`src/rtl/sdt_pkg.sv`:
```
package sdt_pkg;
  typedef enum logic [3:0] {
    CMD_DESEL = 4'd0,
    CMD_NOP   = 4'd1,
    CMD_MRS   = 4'd2,
    CMD_ACT   = 4'd3,
    CMD_PRE   = 4'd4,
    CMD_RD    = 4'd5,
    CMD_WR    = 4'd6,
    CMD_REF   = 4'd7,
    CMD_OTHER = 4'd8
  } sdt_cmd_e;

  typedef enum logic [2:0] {
    VIO_NONE       = 3'd0,
    VIO_NOT_IDLE   = 3'd1,
    VIO_NOT_ACTIVE = 3'd2,
    VIO_WINDOW     = 3'd3,
    VIO_ALREADY    = 3'd4
  } sdt_vio_e;

  localparam int NBANK = 2;
endpackage

```
`src/rtl/sdt_decode.sv`:
```
module sdt_decode
  import sdt_pkg::*;
(
  input  logic     cs_n,
  input  logic     ras_n,
  input  logic     cas_n,
  input  logic     we_n,
  input  logic     cke,
  output sdt_cmd_e cmd
);
  always_comb begin
    cmd = CMD_OTHER;
    if (cs_n) begin
      cmd = CMD_DESEL;
    end else begin
      unique case ({ras_n, cas_n, we_n})
        3'b111:  cmd = CMD_NOP;
        3'b000:  cmd = CMD_MRS;
        3'b011:  cmd = CMD_ACT;
        3'b010:  cmd = CMD_PRE;
        3'b101:  cmd = CMD_RD;
        3'b100:  cmd = CMD_WR;
        3'b001:  cmd = cke ? CMD_REF : CMD_OTHER;
        default: cmd = CMD_OTHER;
      endcase
    end
  end
endmodule

```
`src/rtl/sdt_timer.sv`:
```
module sdt_timer #(
  parameter int W = 4
) (
  input  logic         clk,
  input  logic         rst_n,
  input  logic         load,
  input  logic [W-1:0] load_val,
  output logic         busy
);
  logic [W-1:0] cnt;

  always_ff @(posedge clk or negedge rst_n) begin
    if (!rst_n)          cnt <= '0;
    else if (load)       cnt <= load_val;
    else if (cnt != '0)  cnt <= cnt - W'(1);
  end

  assign busy = (cnt != '0);

  AST_WIN_COUNTDOWN: assert property (@(posedge clk) disable iff (!rst_n)
    (cnt != '0) |=> (cnt == $past(cnt) - W'(1)));
  AST_NO_RELOAD_IN_WIN: assert property (@(posedge clk) disable iff (!rst_n)
    load |-> (cnt == '0));
endmodule

```
`src/rtl/sdt_bank.sv`:
```
module sdt_bank #(
  parameter int ROW_W     = 11,
  parameter int T_RP      = 3,
  parameter int BURST_LEN = 4
) (
  input  logic             clk,
  input  logic             rst_n,
  input  logic             act_go,
  input  logic             pre_go,
  input  logic             ap_go,
  input  logic [ROW_W-1:0] row_in,
  output logic             active,
  output logic [ROW_W-1:0] row,
  output logic             busy
);
  localparam int RP_W = $clog2(T_RP + 1);
  localparam int AP_W = $clog2(BURST_LEN + 1);

  logic [RP_W-1:0] rp_cnt;
  logic [AP_W-1:0] ap_cnt;

  always_ff @(posedge clk or negedge rst_n) begin
    if (!rst_n) begin
      active <= 1'b0;
      row    <= '0;
      rp_cnt <= '0;
      ap_cnt <= '0;
    end else if (pre_go) begin
      active <= 1'b0;
      rp_cnt <= RP_W'(T_RP - 1);
    end else if (act_go) begin
      active <= 1'b1;
      row    <= row_in;
    end else if (ap_go) begin
      ap_cnt <= AP_W'(BURST_LEN);
    end else if (ap_cnt != '0) begin
      ap_cnt <= ap_cnt - AP_W'(1);
      if (ap_cnt == AP_W'(1)) begin
        active <= 1'b0;
        rp_cnt <= RP_W'(T_RP - 1);
      end
    end else if (rp_cnt != '0) begin
      rp_cnt <= rp_cnt - RP_W'(1);
    end
  end

  assign busy = (rp_cnt != '0) || (ap_cnt != '0);

  AST_ACT_OPENS: assert property (@(posedge clk) disable iff (!rst_n)
    act_go |=> (active && row == $past(row_in)));
  AST_GO_NOT_BUSY: assert property (@(posedge clk) disable iff (!rst_n)
    (act_go || pre_go || ap_go) |-> !busy);
  AST_AP_HOLDS_OPEN: assert property (@(posedge clk) disable iff (!rst_n)
    (ap_cnt != '0) |-> active);
endmodule

```
`src/rtl/sdram_cmd_tracker.sv`:
```
module sdram_cmd_tracker
  import sdt_pkg::*;
#(
  parameter int ADDR_W    = 12,
  parameter int T_MCD     = 2,
  parameter int T_RP      = 3,
  parameter int T_RC      = 7,
  parameter int BURST_LEN = 4
) (
  input  logic                    clk,
  input  logic                    rst_n,
  input  logic                    cs_n,
  input  logic                    ras_n,
  input  logic                    cas_n,
  input  logic                    we_n,
  input  logic                    cke,
  input  logic [ADDR_W-1:0]       addr,
  output logic [3:0]              cmd_o,
  output logic                    cmd_bank_o,
  output logic [ADDR_W-2:0]       cmd_rowcol_o,
  output logic                    cmd_ap_o,
  output logic                    viol_o,
  output logic [2:0]              viol_code_o,
  output logic [1:0]              bank_active_o,
  output logic [2*(ADDR_W-1)-1:0] open_rows_o,
  output logic [ADDR_W-1:0]       mode_reg_o
);
  localparam int ROW_W = ADDR_W - 1;
  localparam int COL_W = ADDR_W - 2;
  localparam int G_MAX = (T_MCD > T_RC) ? T_MCD : T_RC;
  localparam int G_W   = $clog2(G_MAX + 1);

  sdt_cmd_e  cmd;
  sdt_vio_e  code;
  logic      bsel, a10, ok, g_busy;
  logic [NBANK-1:0] act_go, pre_go, ap_go, b_active, b_busy;
  logic [ROW_W-1:0] b_row [NBANK];

  assign bsel = addr[ADDR_W-1];
  assign a10  = addr[ADDR_W-2];

  sdt_decode u_dec (
    .cs_n(cs_n), .ras_n(ras_n), .cas_n(cas_n), .we_n(we_n), .cke(cke), .cmd(cmd)
  );

  always_comb begin
    code = VIO_NONE;
    unique case (cmd)
      CMD_MRS, CMD_REF: begin
        if (g_busy || (|b_busy)) code = VIO_WINDOW;
        else if (|b_active)      code = VIO_NOT_IDLE;
      end
      CMD_ACT: begin
        if (g_busy || b_busy[bsel]) code = VIO_WINDOW;
        else if (b_active[bsel])    code = VIO_ALREADY;
      end
      CMD_RD, CMD_WR: begin
        if (g_busy || b_busy[bsel]) code = VIO_WINDOW;
        else if (!b_active[bsel])   code = VIO_NOT_ACTIVE;
      end
      CMD_PRE: begin
        if (g_busy || (a10 ? (|b_busy) : b_busy[bsel])) code = VIO_WINDOW;
      end
      default: code = VIO_NONE;
    endcase
  end

  assign ok = (code == VIO_NONE);

  sdt_timer #(.W(G_W)) u_gwin (
    .clk(clk), .rst_n(rst_n),
    .load(ok && (cmd == CMD_MRS || cmd == CMD_REF)),
    .load_val((cmd == CMD_MRS) ? G_W'(T_MCD - 1) : G_W'(T_RC - 1)),
    .busy(g_busy)
  );

  for (genvar b = 0; b < NBANK; b++) begin : g_bank
    logic hit;
    assign hit       = (int'(bsel) == b);
    assign act_go[b] = ok && cmd == CMD_ACT && hit;
    assign pre_go[b] = ok && cmd == CMD_PRE && (a10 || hit);
    assign ap_go[b]  = ok && (cmd == CMD_RD || cmd == CMD_WR) && a10 && hit;

    sdt_bank #(.ROW_W(ROW_W), .T_RP(T_RP), .BURST_LEN(BURST_LEN)) u_bank (
      .clk(clk), .rst_n(rst_n),
      .act_go(act_go[b]), .pre_go(pre_go[b]), .ap_go(ap_go[b]),
      .row_in(addr[ROW_W-1:0]),
      .active(b_active[b]), .row(b_row[b]), .busy(b_busy[b])
    );
    assign open_rows_o[b*ROW_W +: ROW_W] = b_row[b];
  end

  assign bank_active_o = b_active;

  always_ff @(posedge clk or negedge rst_n) begin
    if (!rst_n) begin
      cmd_o        <= 4'd0;
      cmd_bank_o   <= 1'b0;
      cmd_rowcol_o <= '0;
      cmd_ap_o     <= 1'b0;
      viol_o       <= 1'b0;
      viol_code_o  <= 3'd0;
      mode_reg_o   <= '0;
    end else begin
      cmd_o        <= cmd;
      viol_o       <= !ok;
      viol_code_o  <= code;
      cmd_bank_o   <= 1'b0;
      cmd_rowcol_o <= '0;
      cmd_ap_o     <= 1'b0;
      unique case (cmd)
        CMD_ACT: begin
          cmd_bank_o   <= bsel;
          cmd_rowcol_o <= addr[ROW_W-1:0];
        end
        CMD_RD, CMD_WR: begin
          cmd_bank_o   <= bsel;
          cmd_rowcol_o <= ROW_W'(addr[COL_W-1:0]);
          cmd_ap_o     <= a10;
        end
        CMD_PRE: begin
          cmd_bank_o   <= bsel;
          cmd_ap_o     <= a10;
        end
        default: ;
      endcase
      if (ok && cmd == CMD_MRS) mode_reg_o <= addr;
    end
  end

  AST_RW_BANK_OPEN: assert property (@(posedge clk) disable iff (!rst_n)
    ((cmd_o == CMD_RD || cmd_o == CMD_WR) && !viol_o) |-> bank_active_o[cmd_bank_o]);
  AST_ACT_LEAVES_OPEN: assert property (@(posedge clk) disable iff (!rst_n)
    (cmd_o == CMD_ACT && !viol_o) |-> bank_active_o[cmd_bank_o]);
  AST_IDLE_AFTER_MRS_REF: assert property (@(posedge clk) disable iff (!rst_n)
    ((cmd_o == CMD_MRS || cmd_o == CMD_REF) && !viol_o) |-> (bank_active_o == 2'b00));
  AST_REFUSED_MRS_KEEPS: assert property (@(posedge clk) disable iff (!rst_n)
    (viol_o && cmd_o == CMD_MRS) |-> $stable(mode_reg_o));
  AST_QUIET_NO_VIOL: assert property (@(posedge clk) disable iff (!rst_n)
    (cmd_o == CMD_DESEL || cmd_o == CMD_NOP || cmd_o == CMD_OTHER) |-> !viol_o);
endmodule

```
`config.mk`:
```
export PLATFORM = sky130hd
export DESIGN_NAME = sdram_cmd_tracker
export DESIGN_NICKNAME = d
export VERILOG_FILES = /design/src/rtl/sdt_pkg.sv /design/src/rtl/sdt_decode.sv /design/src/rtl/sdt_timer.sv /design/src/rtl/sdt_bank.sv /design/src/rtl/sdram_cmd_tracker.sv
export SDC_FILE = /design/constraint.sdc
export NUM_CORES = 1
export LEC_CHECK = 0
export ABC_AREA = 1
export BUFFER_PORTS_ARGS = -buffer_cell sky130_fd_sc_hd__buf_2
export CORE_MARGIN = 3
export CORE_UTILIZATION = 58
export CTS_CLUSTER_DIAMETER = 30
export DETAILED_ROUTE_END_ITERATION = 16
export GPL_ROUTABILITY_DRIVEN = 1
export PLACE_DENSITY = 0.89
export SYNTH_ARGS = -nofsm -noshare
export SYNTH_HDL_FRONTEND = slang
export SYNTH_HIERARCHICAL = 1
export SYNTH_SLANG_ARGS = --single-unit
```
`constraint.sdc`:
```
create_clock -name clk -period 4.7 [get_ports clk]
set_input_delay 0 -clock clk [delete_from_list [all_inputs] [get_ports clk]]
set_output_delay 0 -clock clk [all_outputs]
set_load 0.02 [all_outputs]
```
# --- Yosys cells after proc, flatten, opt, wreduce, memory -nomap -nowiden ---
# Index checks and enable logic that the tools add are counted.
classes:
  mux: 48
  n_reduce_logical: 52
  magnitude_cmp: 1
  add_sub_neg: 5
  eq_ne: 22
  bitwise_logic: 5
op_table:
  columns: ["operator", "count"]
  rows:
  - ["2-bit 2-to-1 mux", 16]
  - ["4-bit one-hot mux with 7 select lines", 1]
  - ["3-bit 2-to-1 mux", 9]
  - ["3-bit nonzero test", 9]
  - ["11-bit one-hot mux with 2 select lines", 1]
  - ["1-bit 2-to-1 mux", 18]
  - ["4-bit by 3-bit == test with 1-bit output, second input constant", 4]
  - ["1-bit logical AND", 12]
  - ["3-bit by 1-bit inequality test with 1-bit output, second input constant", 4]
  - ["3-bit one-hot mux with 4 select lines", 1]
  - ["3-bit AND reduction", 4]
  - ["2-bit nonzero test", 5]
  - ["3-bit by 1-bit == test with 1-bit output, second input constant", 3]
  - ["3-bit == test, second input constant", 3]
  - ["1-bit logical OR", 9]
  - ["3-bit by 1-bit subtractor with 3-bit output, second input constant", 3]
  - ["4-bit by 2-bit == test with 1-bit output, second input constant", 2]
  - ["4-bit 2-to-1 mux", 2]
  - ["4-bit AND reduction", 2]
  - ["2-bit OR reduction", 4]
  - ["3-bit by 2-bit == test with 1-bit output, second input constant", 2]
  - ["3-bit logical NOT", 2]
  - ["1-bit NOT", 5]
  - ["2-bit by 1-bit inequality test with 1-bit output, second input constant", 2]
  - ["other kinds (7)", 10]
word_totals:
  reg_bits: 70
  wordCells: 149

# --- Depth between registers and ports, before layout ---
# Gate-level depths: netlist of the first run.
depth:
  depth_word: 15
  ltp_mapped: 18
  ltp_nobuf: 18

# --- By module ---
# The synthesis of the first run kept the hierarchy.
modules_own_cells:
  columns: ["mod", "n_inst", "area_per_inst_um2", "seq_area_each_um2", "cells_per_inst"]
  rows:
  - ["sdt_bank", 2, 812.0, 425.4, 69]
  - ["sdram_cmd_tracker", 1, 1545.2, 825.8, 168]
  - ["sdt_timer", 1, 200.2, 75.1, 29]
  - ["sdt_decode", 1, 80.1, 0.0, 19]

# --- Least setup slack after synthesis of the first run ---
# Ideal clock, no wire load.
synth_timing:
  path_type: "register -> register"
  from: "register g_bank[1].u_bank.ap_cnt[0]"
  to: "register g_bank[0].u_bank.row[0]"
  path_slack_ps: 2183
  arrival_time_ps: 2392
  stages_incl_launch_ff: 17
  path_buffers: 1
  required_time_ps: 4575
  cell_sequence: "dfrtp_1 -> inv_1 -> ha_1 -> nand3_1 -> nand2_4 -> nand2_4 -> nor2_4 -> nand2_1 -> nand2_2 -> nand2_2 -> nor3_4 -> nand2_4 -> nor3_2 -> inv_2 -> nand2_4 -> buf_6 -> mux2_4"
synth_between:
  elab_chain_cells: 13
  elab_cells_between_ends: 21
  cone_classes: "mux: 8; bitwise: 1; reduce/logical: 12"
synth_rtl:
  columns: ["item", "line", "source"]
  rows:
  - ["start: declaration", "sdt_bank.sv:20", "logic [AP_W-1:0] ap_cnt;"]
  - ["start signal: assignment", "sdt_bank.sv:35", "ap_cnt <= AP_W'(BURST_LEN);"]
  - ["start signal: assignment", "sdt_bank.sv:37", "ap_cnt <= ap_cnt - AP_W'(1);"]
  - ["3-bit nonzero test *", "sdt_bank.sv:47", "assign busy = (rp_cnt != '0) || (ap_cnt != '0);"]
  - ["1-bit logical OR *", "sdt_bank.sv:47", null]
  - ["net b_busy[1]", "sdram_cmd_tracker.sv:36", "logic [NBANK-1:0] act_go, pre_go, ap_go, b_active, b_busy;"]
  - ["1-bit 2-to-1 mux (implied by the code) (2 in series)", "sdram_cmd_tracker.sv:54, sdram_cmd_tracker.sv:58, sdram_cmd_tracker.sv:62", null]
  - ["1-bit 2-to-1 mux", "sdram_cmd_tracker.sv:62", "if (g_busy || (a10 ? (|b_busy) : b_busy[bsel])) code = VIO_WINDOW;"]
  - ["1-bit logical OR", "sdram_cmd_tracker.sv:62", null]
  - ["2-bit 2-to-1 mux", "sdram_cmd_tracker.sv:62", null]
  - ["3-bit one-hot mux with 4 select lines *", "sdram_cmd_tracker.sv:48", "unique case (cmd)"]
  - ["3-bit logical NOT *", "sdram_cmd_tracker.sv:68", "assign ok = (code == VIO_NONE);"]
  - ["1-bit logical AND * (2 in series)", "sdram_cmd_tracker.sv:81", "assign pre_go[b] = ok && cmd == CMD_PRE && (a10 || hit);"]
  - ["net pre_go[0]", "sdram_cmd_tracker.sv:36", null]
  - ["1-bit NOT (no line) *", null, null]
  - ["2-bit AND reduction (no line) *", null, null]
  - ["end signal: assignment", "sdt_bank.sv:33", "row <= row_in;"]
  - ["end: declaration", "sdt_bank.sv:13", "output logic [ROW_W-1:0] row,"]
# The timed path passes the listed nets; every way through them passes the cells marked *. The select of a mux whose other input is x is not followed.
# A chain may end at the register's enable or synchronous reset.

# --- Worst setup path in the final report of the first run ---
layout_timing:
  from: "input port we_n"
  to: "register g_bank[0].u_bank.row[10]"
layout_between:
  elab_chain_cells: 11
  elab_cells_between_ends: 25
  cone_classes: "eq/ne: 12; mux: 3; bitwise: 1; reduce/logical: 9"
layout_rtl:
  columns: ["item", "line", "source"]
  rows:
  - ["start: declaration", "sdram_cmd_tracker.sv:15", "input logic we_n,"]
  - ["3-bit by 1-bit == test with 1-bit output, or another cell as far along", "sdt_decode.sv:16", "unique case ({ras_n, cas_n, we_n})"]
  - ["4-bit one-hot mux with 7 select lines *", "sdt_decode.sv:16", null]
  - ["4-bit 2-to-1 mux *", "sdt_decode.sv:13", "if (cs_n) begin"]
  - ["net cmd[2]", "sdram_cmd_tracker.sv:33", "sdt_cmd_e cmd;"]
  - ["4-bit by 3-bit == test with 1-bit output or 4-bit by 2-bit == test with 1-bit output (tied branches)", "sdram_cmd_tracker.sv:48", null]
  - ["2-bit OR reduction", "sdram_cmd_tracker.sv:48", null]
  - ["3-bit one-hot mux with 4 select lines", "sdram_cmd_tracker.sv:48", null]
  - ["3-bit logical NOT", "sdram_cmd_tracker.sv:68", null]
  - ["1-bit logical AND * (2 in series)", "sdram_cmd_tracker.sv:81", null]
  - ["net pre_go[0]", "sdram_cmd_tracker.sv:36", null]
  - ["1-bit NOT (no line) *", null, null]
  - ["2-bit AND reduction (no line) *", null, null]
# The timed path passes the listed nets; every way through them passes the cells marked *.

==> results of run 1 <==
-- logic make-up (layout without fill, tap and decap cells) --
logic type | after synthesis | in the layout | synth area share [%]
AOI/OAI and AO/OA | 22 | 22 | 3.19
xor gates and xnor gates | 2 | 2 | 0.508
adders and majority gates | 10 | 10 | 3.63
buffers and inverters | 53 | 153 | 7.07
DFF | 70 | 70 | 50.8
muxes | 22 | 22 | 9.14
and+or+nand+nor | 175 | 175 | 25.7
-- repair_timing --
| action | 4_1_cts | 5_1_grt |
|---|---|---|
| hold endpoints to repair | 117 | 0 |
| hold buffers | 15 | 0 |
| endpoints found under the setup margin | 0 | 0 |
| buffers inserted | 0 | 0 |
-- power by group --
part	switching [µW]	internal, µW
sequential	109	766
clock	257	202
combinational	521	307
-- cell usage in the layout (no fill, tap or decap) --
cell / n
inv_2: 5
o21ai_0: 13
nand2_4: 5
buf_4: 1
ha_1: 10
nor2_8: 1
clkinvlp_4: 2
nor3_4: 1
o21ai_1: 2
nand3_2: 1
mux2_2: 4
nor2_2: 5
nor3_1: 4
xor2_1: 2
nor2_4: 1
nand2_1: 81
inv_6: 4
dlygate4sd3_1: 15
nor2_1: 31
mux2_4: 18
nand2_2: 10
nand4_1: 14
nand3_1: 11
clkbuf_8: 9
inv_4: 2
buf_2: 75
nor3_2: 6
dfrtp_1: 70
nand4_2: 1
a21oi_1: 7
nand3b_1: 3
inv_1: 38
clkinv_1: 1
inv_8: 1
-- worst paths after layout --
kind | to | cells past startpoint | slack, ns | startpoint
worst min-delay path | mode_reg_o[11]$_DFFE_PN0P_ | 3 | 0.04 | addr[11]
max in group asynchronous | cmd_bank_o$_DFF_PN0_ | 3 | 3.78 | rst_n
worst max register to register | g_bank[0].u_bank/row[10]$_DFFE_PN0P_ | 15 | 1.58 | g_bank[1].u_bank/ap_cnt[0]$_DFFE_PN0P_
min in group asynchronous | cmd_o[3]$_DFF_PN0_ | 3 | 0.37 | rst_n
worst max-delay path | g_bank[0].u_bank/row[10]$_DFFE_PN0P_ | 17 | 1.55 | we_n
worst min register to register | u_gwin/cnt[1]$_DFFE_PN0P_ | 2 | 0.48 | u_gwin/cnt[1]$_DFFE_PN0P_
-- per-stage QoR --
stage               worst slack, ns  util, %  instances  hold WS, ns  total power (µW)
finish                         1.55     74.3        526       0.0435              2160
global route                   1.23     74.3        526       0.0361              2320
CTS                            1.62     74.3        526      0.00597              2170
detailed placement             1.65     68.4        495        0.205              1690
global placement               1.77     68.4        495        0.202              1650
floorplan                      2.18        -        354       -0.296              1440
-- sequential cells by signal, indices dropped and copies added, names as in the netlist --
signal / count
viol_code_o: 3
viol_o: 1
g_bank.u_bank/rp_cnt: 4
u_gwin/cnt: 3
g_bank.u_bank/active: 2
cmd_rowcol_o: 11
cmd_o: 4
g_bank.u_bank/row: 22
g_bank.u_bank/ap_cnt: 6
cmd_ap_o: 1
cmd_bank_o: 1
mode_reg_o: 12
-- final cells by class --
cell class | count | share of cell area (%)
inverter | 46 | 4.24
tap | 72 | 2.15
multi-input combinational | 231 | 34.7
timing repair buffer | 91 | 12.7
clock buffer | 9 | 2.96
clock inverter | 7 | 1.46
sequential | 70 | 41.8
-- worst min-delay path, cell delays in order --
cell,delay (ns)
buf_2,0.18
nand4_1,0.11
nand2_1,0.05
-- metal layers --
metal | vias up | GRT usage, %
met1 | 1355 | 31.5
met5 | - | 0
met3 | 19 | 4.37
met4 | 0 | 9.21
li1 | 1323 | -
met2 | 128 | 42.6
==> flow_summary.toml, run 1 <==
[outcome]
status = "complete, no violations"

[critical_path]
slowest_delay_ns = 0.53
path_cells = "dlygate4sd3_1 -> buf_2 -> nand2_1 -> nand2_1 -> nand2_1 -> a21oi_1 -> nor2_1 -> nand2_1 -> nand2_1 -> nand2_1 -> nand2_2 -> nor3_4 -> nand2_4 -> nor3_2 -> inv_2 -> nand2_4 -> mux2_2"
cp.required_ns = 4.93
endpoint_kind = "register"
critical-path-top-delay-family = "simple AND/OR/NAND/NOR gates"
crit_path_top_delay_cell = "dlygate4sd3_1"
critPathArrivalTime_ns = 3.38
cpMostUsedCell = "nand2_1"
cp_max_fo = 13
path_class = "input port to register"
cp.buffers_inverters = 3
start_kind = "input port"

[final_layout]
final_area_um2 = 4190
nets = 478
area_delta_synth_final_pct = 21.5
diodes = 0
multi_input_area_um2 = 1450
drive_gt1_share_pct = 33.5
seq_area_um2 = 1750
fill_cells = 359

[die]
rows = 27
die_h_um = 83.1
start_util_pct = 61.1
core_area_um2 = 5640
die_w_um = 83.1
ios = 76
die_area_um2 = 6910

[clocking]
clkLatencyLatePin_ns = 0.35
cts_buffers = 9
cts_tree = "done"
cts_sinks = 70
cts_resized = 0
clkSlewWorstSetupHoldPaths_ns = 0.08
clk_path_buf_depth = 2
htree_levels = 3
cts-root-buf = "clkbuf_8"

[synthesis]
synth_top_area_cell = "dfrtp_1"
yosys_register_bits = 70
syn_nets = 383
yosysSeqAreaShare_pct = 50.8
synth_cells = 354
ys_types = 29
synth_ff_type = "dfrtp_1"
yosysWarnings = 6
synth_common_cells = "nand2_1, dfrtp_1, inv_1, nor2_1, mux2_4"
synth.most_common_cell = "nand2_1"
synth_area_leaders = "dfrtp_1, nand2_1, mux2_4"
synth_edf_count = 0
synthArstFlopShare_pct = 100
avgSynthCellArea_um2 = 9.74
netlist.area_leader.share_pct = 50.8
syn_area_um2 = 3450

[sta]
hold_viol_final = 0
finalSetupViolations = 0
slew_violations = 0
fin_crit_sh_pct = 67.0
fin_crit_ns = 3.15
grt_setup_unrepaired = "no"
tightest_slew_ns = 0.843
max_slew_margin_pct = 43.8
timing.fmax_ghz = 0.317
fin_tns_setup_ns = 0
fin_skew_ns = 0.0155

[hold_path]
worstHoldPathType = "input port to register"

[place]
port_buffers = 75
placed_cell_area_um2 = 3860
dp_hpwl_mm = 5.38
place_congestion = 0.922

[drt]
highest_layer = "met4"
via_per_inst = 5.37
ant_nets = 0
totalWireLength_mm = 8.13
dr.pass1.iters = 4
vias = 2825
route.met3.wl_um = 520
wl_met2_mm = 4.08
post_drt_wl_per_cell_um = 15.5
drt_first_iter_violations = 212
met1_length_mm = 3.39
drcViolationCount = 0

[pwr]
max-vdd-ir-drop_mv = 0.349
p_per_area_nw_per_um2 = 516
leakage_uw = 0.00237

[grt]
antenna_found_initial = 0
grt_pass1_vias = 2839
track_usage_pct = 24.9
grt_max_degree = 71
grt_pass1_wl_mm = 13.8
overflow = 0

[job]
drv_cap = 0
(Power assumes the default switching activity.)
==> run 2: changes to the inputs <==
ABC_AREA = 0   (was 1)
CORE_UTILIZATION = 53   (was 58)
PLACE_DENSITY = 0.84   (was 0.89)
clock period = 3.3 ns   (was 4.7 ns; I/O delays follow)
==> flow_summary.toml, run 2 <==
[die]
ios = 76
rows = 27
die_h_um = 84.5
die_w_um = 84.5
core_area_um2 = 5740
die_area_um2 = 7140
start_util_pct = 56.9

[critical_path]
path_class = "register to register"
endpoint_kind = "register"
cp.required_ns = 3.52
r2r-end = "g_bank[0].u_bank/row[4]$_DFFE_PN0P_"
r2r_slack_ns = 0.21
reg2regPathDepth = 10
critPathArrivalTime_ns = 3.32
start_kind = "register"
r2r_start = "g_bank[0].u_bank/ap_cnt[1]$_DFFE_PN0P_"
cp_max_fo = 11

[final_layout]
final_common_cell = "buf_2"
reg_top3 = "g_bank.u_bank/row x22, mode_reg_o x12, cmd_rowcol_o x11"
regMostFlops = "g_bank.u_bank/row"
nets = 405
fin_util_pct = 71.2
final_area_um2 = 4090
diodes = 0
drive_gt1_share_pct = 31.3
area_delta_synth_final_pct = 25.2
largest_reg_flops = 22
final_cell_mix = "buf_2, dfrtp_1, mux2_1"

[hold_path]
worstHoldPathType = "input port to register"
hold_end = "cmd_o[3]$_DFF_PN0_"
worstHoldPathCells = 3
min_from = "cs_n"

[pwr]
p_per_area_nw_per_um2 = 631
power.total_uw = 2580
max-vdd-ir-drop_mv = 0.353
leakage_uw = 0.00215

[clocking]
cts-root-buf = "clkbuf_8"
htree_levels = 3
clkLatencyLatePin_ns = 0.34
cts_buffers = 9
clk_path_buf_depth = 2
cts_tree = "done"
clkSlewWorstSetupHoldPaths_ns = 0.07
cts_sinks = 70

[synthesis]
synth_common_cells = "dfrtp_1, mux2_1, inv_1, nor2_1, nand2_1"
yosys.area_share.adder_pct = 3.83
netlist.area_leader.share_pct = 53.6
synth_cells = 270
syn_nets = 299
synth_compound_area_share_pct = 9.76
yosysSeqAreaShare_pct = 53.6
synth_top_area_cell = "dfrtp_1"
yosys_register_bits = 70
yosysWarnings = 6
synth_xor_area_share_pct = 0.804
synth_edf_count = 0
synthSimpleGateAreaFrac_pct = 15.9
ys_types = 51
synth_top_family_by_area = "simple AND/OR/NAND/NOR gates"
syn_area_um2 = 3270
synth_ff_type = "dfrtp_1"
synth.most_common_cell = "dfrtp_1"
synthArstFlopShare_pct = 100
avgSynthCellArea_um2 = 12.1
synthMuxAreaShare_pct = 13.4
synth_area_leaders = "dfrtp_1, mux2_1, ha_1"

[sta]
fin_crit_ns = 3.09
setup_slack_ns = 0.206
grt_setup_unrepaired = "no"
slew_violations = 0
fin_skew_ns = 0.00872
finalSetupViolations = 0
max_slew_margin_pct = 49.0
fin_crit_sh_pct = 93.8
tightest_slew_ns = 0.763
hold_viol_final = 0
timing.fmax_ghz = 0.323
fin_tns_setup_ns = 0

[drt]
totalWireLength_mm = 7.22
via_per_inst = 5.55
dr.pass1.iters = 4
post_drt_wl_per_cell_um = 16.0
drt_first_iter_violations = 259
vias = 2509
ant_nets = 0
drcViolationCount = 0

[grt]
antenna_found_initial = 0
grt_pass1_wl_mm = 12.1
track_usage_pct = 21.2
grt_max_degree = 48
overflow = 0
grt_pass1_vias = 2505

[place]
dp_hpwl_mm = 5.09
port_buffers = 75
placed_cell_area_um2 = 3810
place_congestion = 0.919
pre_cts_ws_ns = 0.108

[job]
drv_cap = 0

[outcome]
status = "complete, no violations"
[run 2: power by group]
group          total, µW  switching (µW)  internal [µW]
Combinational        867             487            380
Clock                585             319            267
Sequential          1130             106           1020
[run 2: cell families (layout without fill, tap and decap cells)]
logic type,count (synthesis),in the layout
compound gates,38,38
xor+xnor,3,3
buf+inv,21,131
fa+ha+maj,10,10
flops,70,70
simple gates,89,89
mux,39,39
[run 2: how the worst max path moves through the flow]
| stage | slack [ns] | depth (start not counted) | endpoint | start |
|---|---|---|---|---|
| 3_3_place_gp | 0.29 | 10 | g_bank[0].u_bank/rp_cnt[1]$_DFFE_PN0P_ | g_bank[0].u_bank/ap_cnt[0]$_DFFE_PN0P_ |
| 4_1_cts | 0.07 | 10 | g_bank[1].u_bank/rp_cnt[1]$_DFFE_PN0P_ | g_bank[0].u_bank/ap_cnt[0]$_DFFE_PN0P_ |
| 5_1_grt | 0.03 | 10 | g_bank[1].u_bank/rp_cnt[1]$_DFFE_PN0P_ | g_bank[0].u_bank/ap_cnt[1]$_DFFE_PN0P_ |
| 3_5_place_dp | 0.11 | 10 | g_bank[1].u_bank/rp_cnt[1]$_DFFE_PN0P_ | g_bank[0].u_bank/ap_cnt[0]$_DFFE_PN0P_ |
| 6_report | 0.21 | 10 | g_bank[0].u_bank/row[4]$_DFFE_PN0P_ | g_bank[0].u_bank/ap_cnt[1]$_DFFE_PN0P_ |
| 2_1_floorplan | 0.47 | 10 | g_bank[0].u_bank/row[0]$_DFFE_PN0P_ | u_gwin/cnt[0]$_DFFE_PN0P_ |
[run 2: cell type report]
type                            instances  area [µm²]
Inverter                               17        63.8
Timing Repair Buffer                   99         583
Clock inverter                          6        38.8
Clock buffer                            9         124
Tap cell                               72        90.1
Sequential cell                        70        1750
Fill cell                             420        1650
Multi-Input combinational cell        179        1440
[run 2: critical path, cell delays in order (launching register included)]
cell	delay (ns)
dfrtp_1	0.38
inv_1	0.14
ha_1	0.27
nand3b_1	0.14
mux2_4	0.31
nor2_1	0.16
o211ai_1	0.25
nor3_1	0.51
nor2b_1	0.23
buf_4	0.23
mux2_2	0.35
[run 2: routing by layer]
layer | up-vias | GRT usage (%) | share of wire, %
met4 | 0 | 8.78 | 0.86
li1 | 1178 | - | -
met2 | 78 | 36.2 | 52
met3 | 4 | 4.02 | 5.3
met1 | 1249 | 26.4 | 42
met5 | - | 0 | 0
[run 2: through the flow]
step	cells	hold slack, ns
global route	452	0.0370
global placement	426	0.0100
CTS	452	0.00368
floorplan	270	-0.296
finish	452	0.0264
detailed placement	426	0.0153
[run 2: repair_timing]
item	CTS	global route
gates resized for setup	0	2
hold endpoints to repair	63	0
buffers inserted	0	0
endpoints found under the setup margin	0	8
hold buffers	11	0
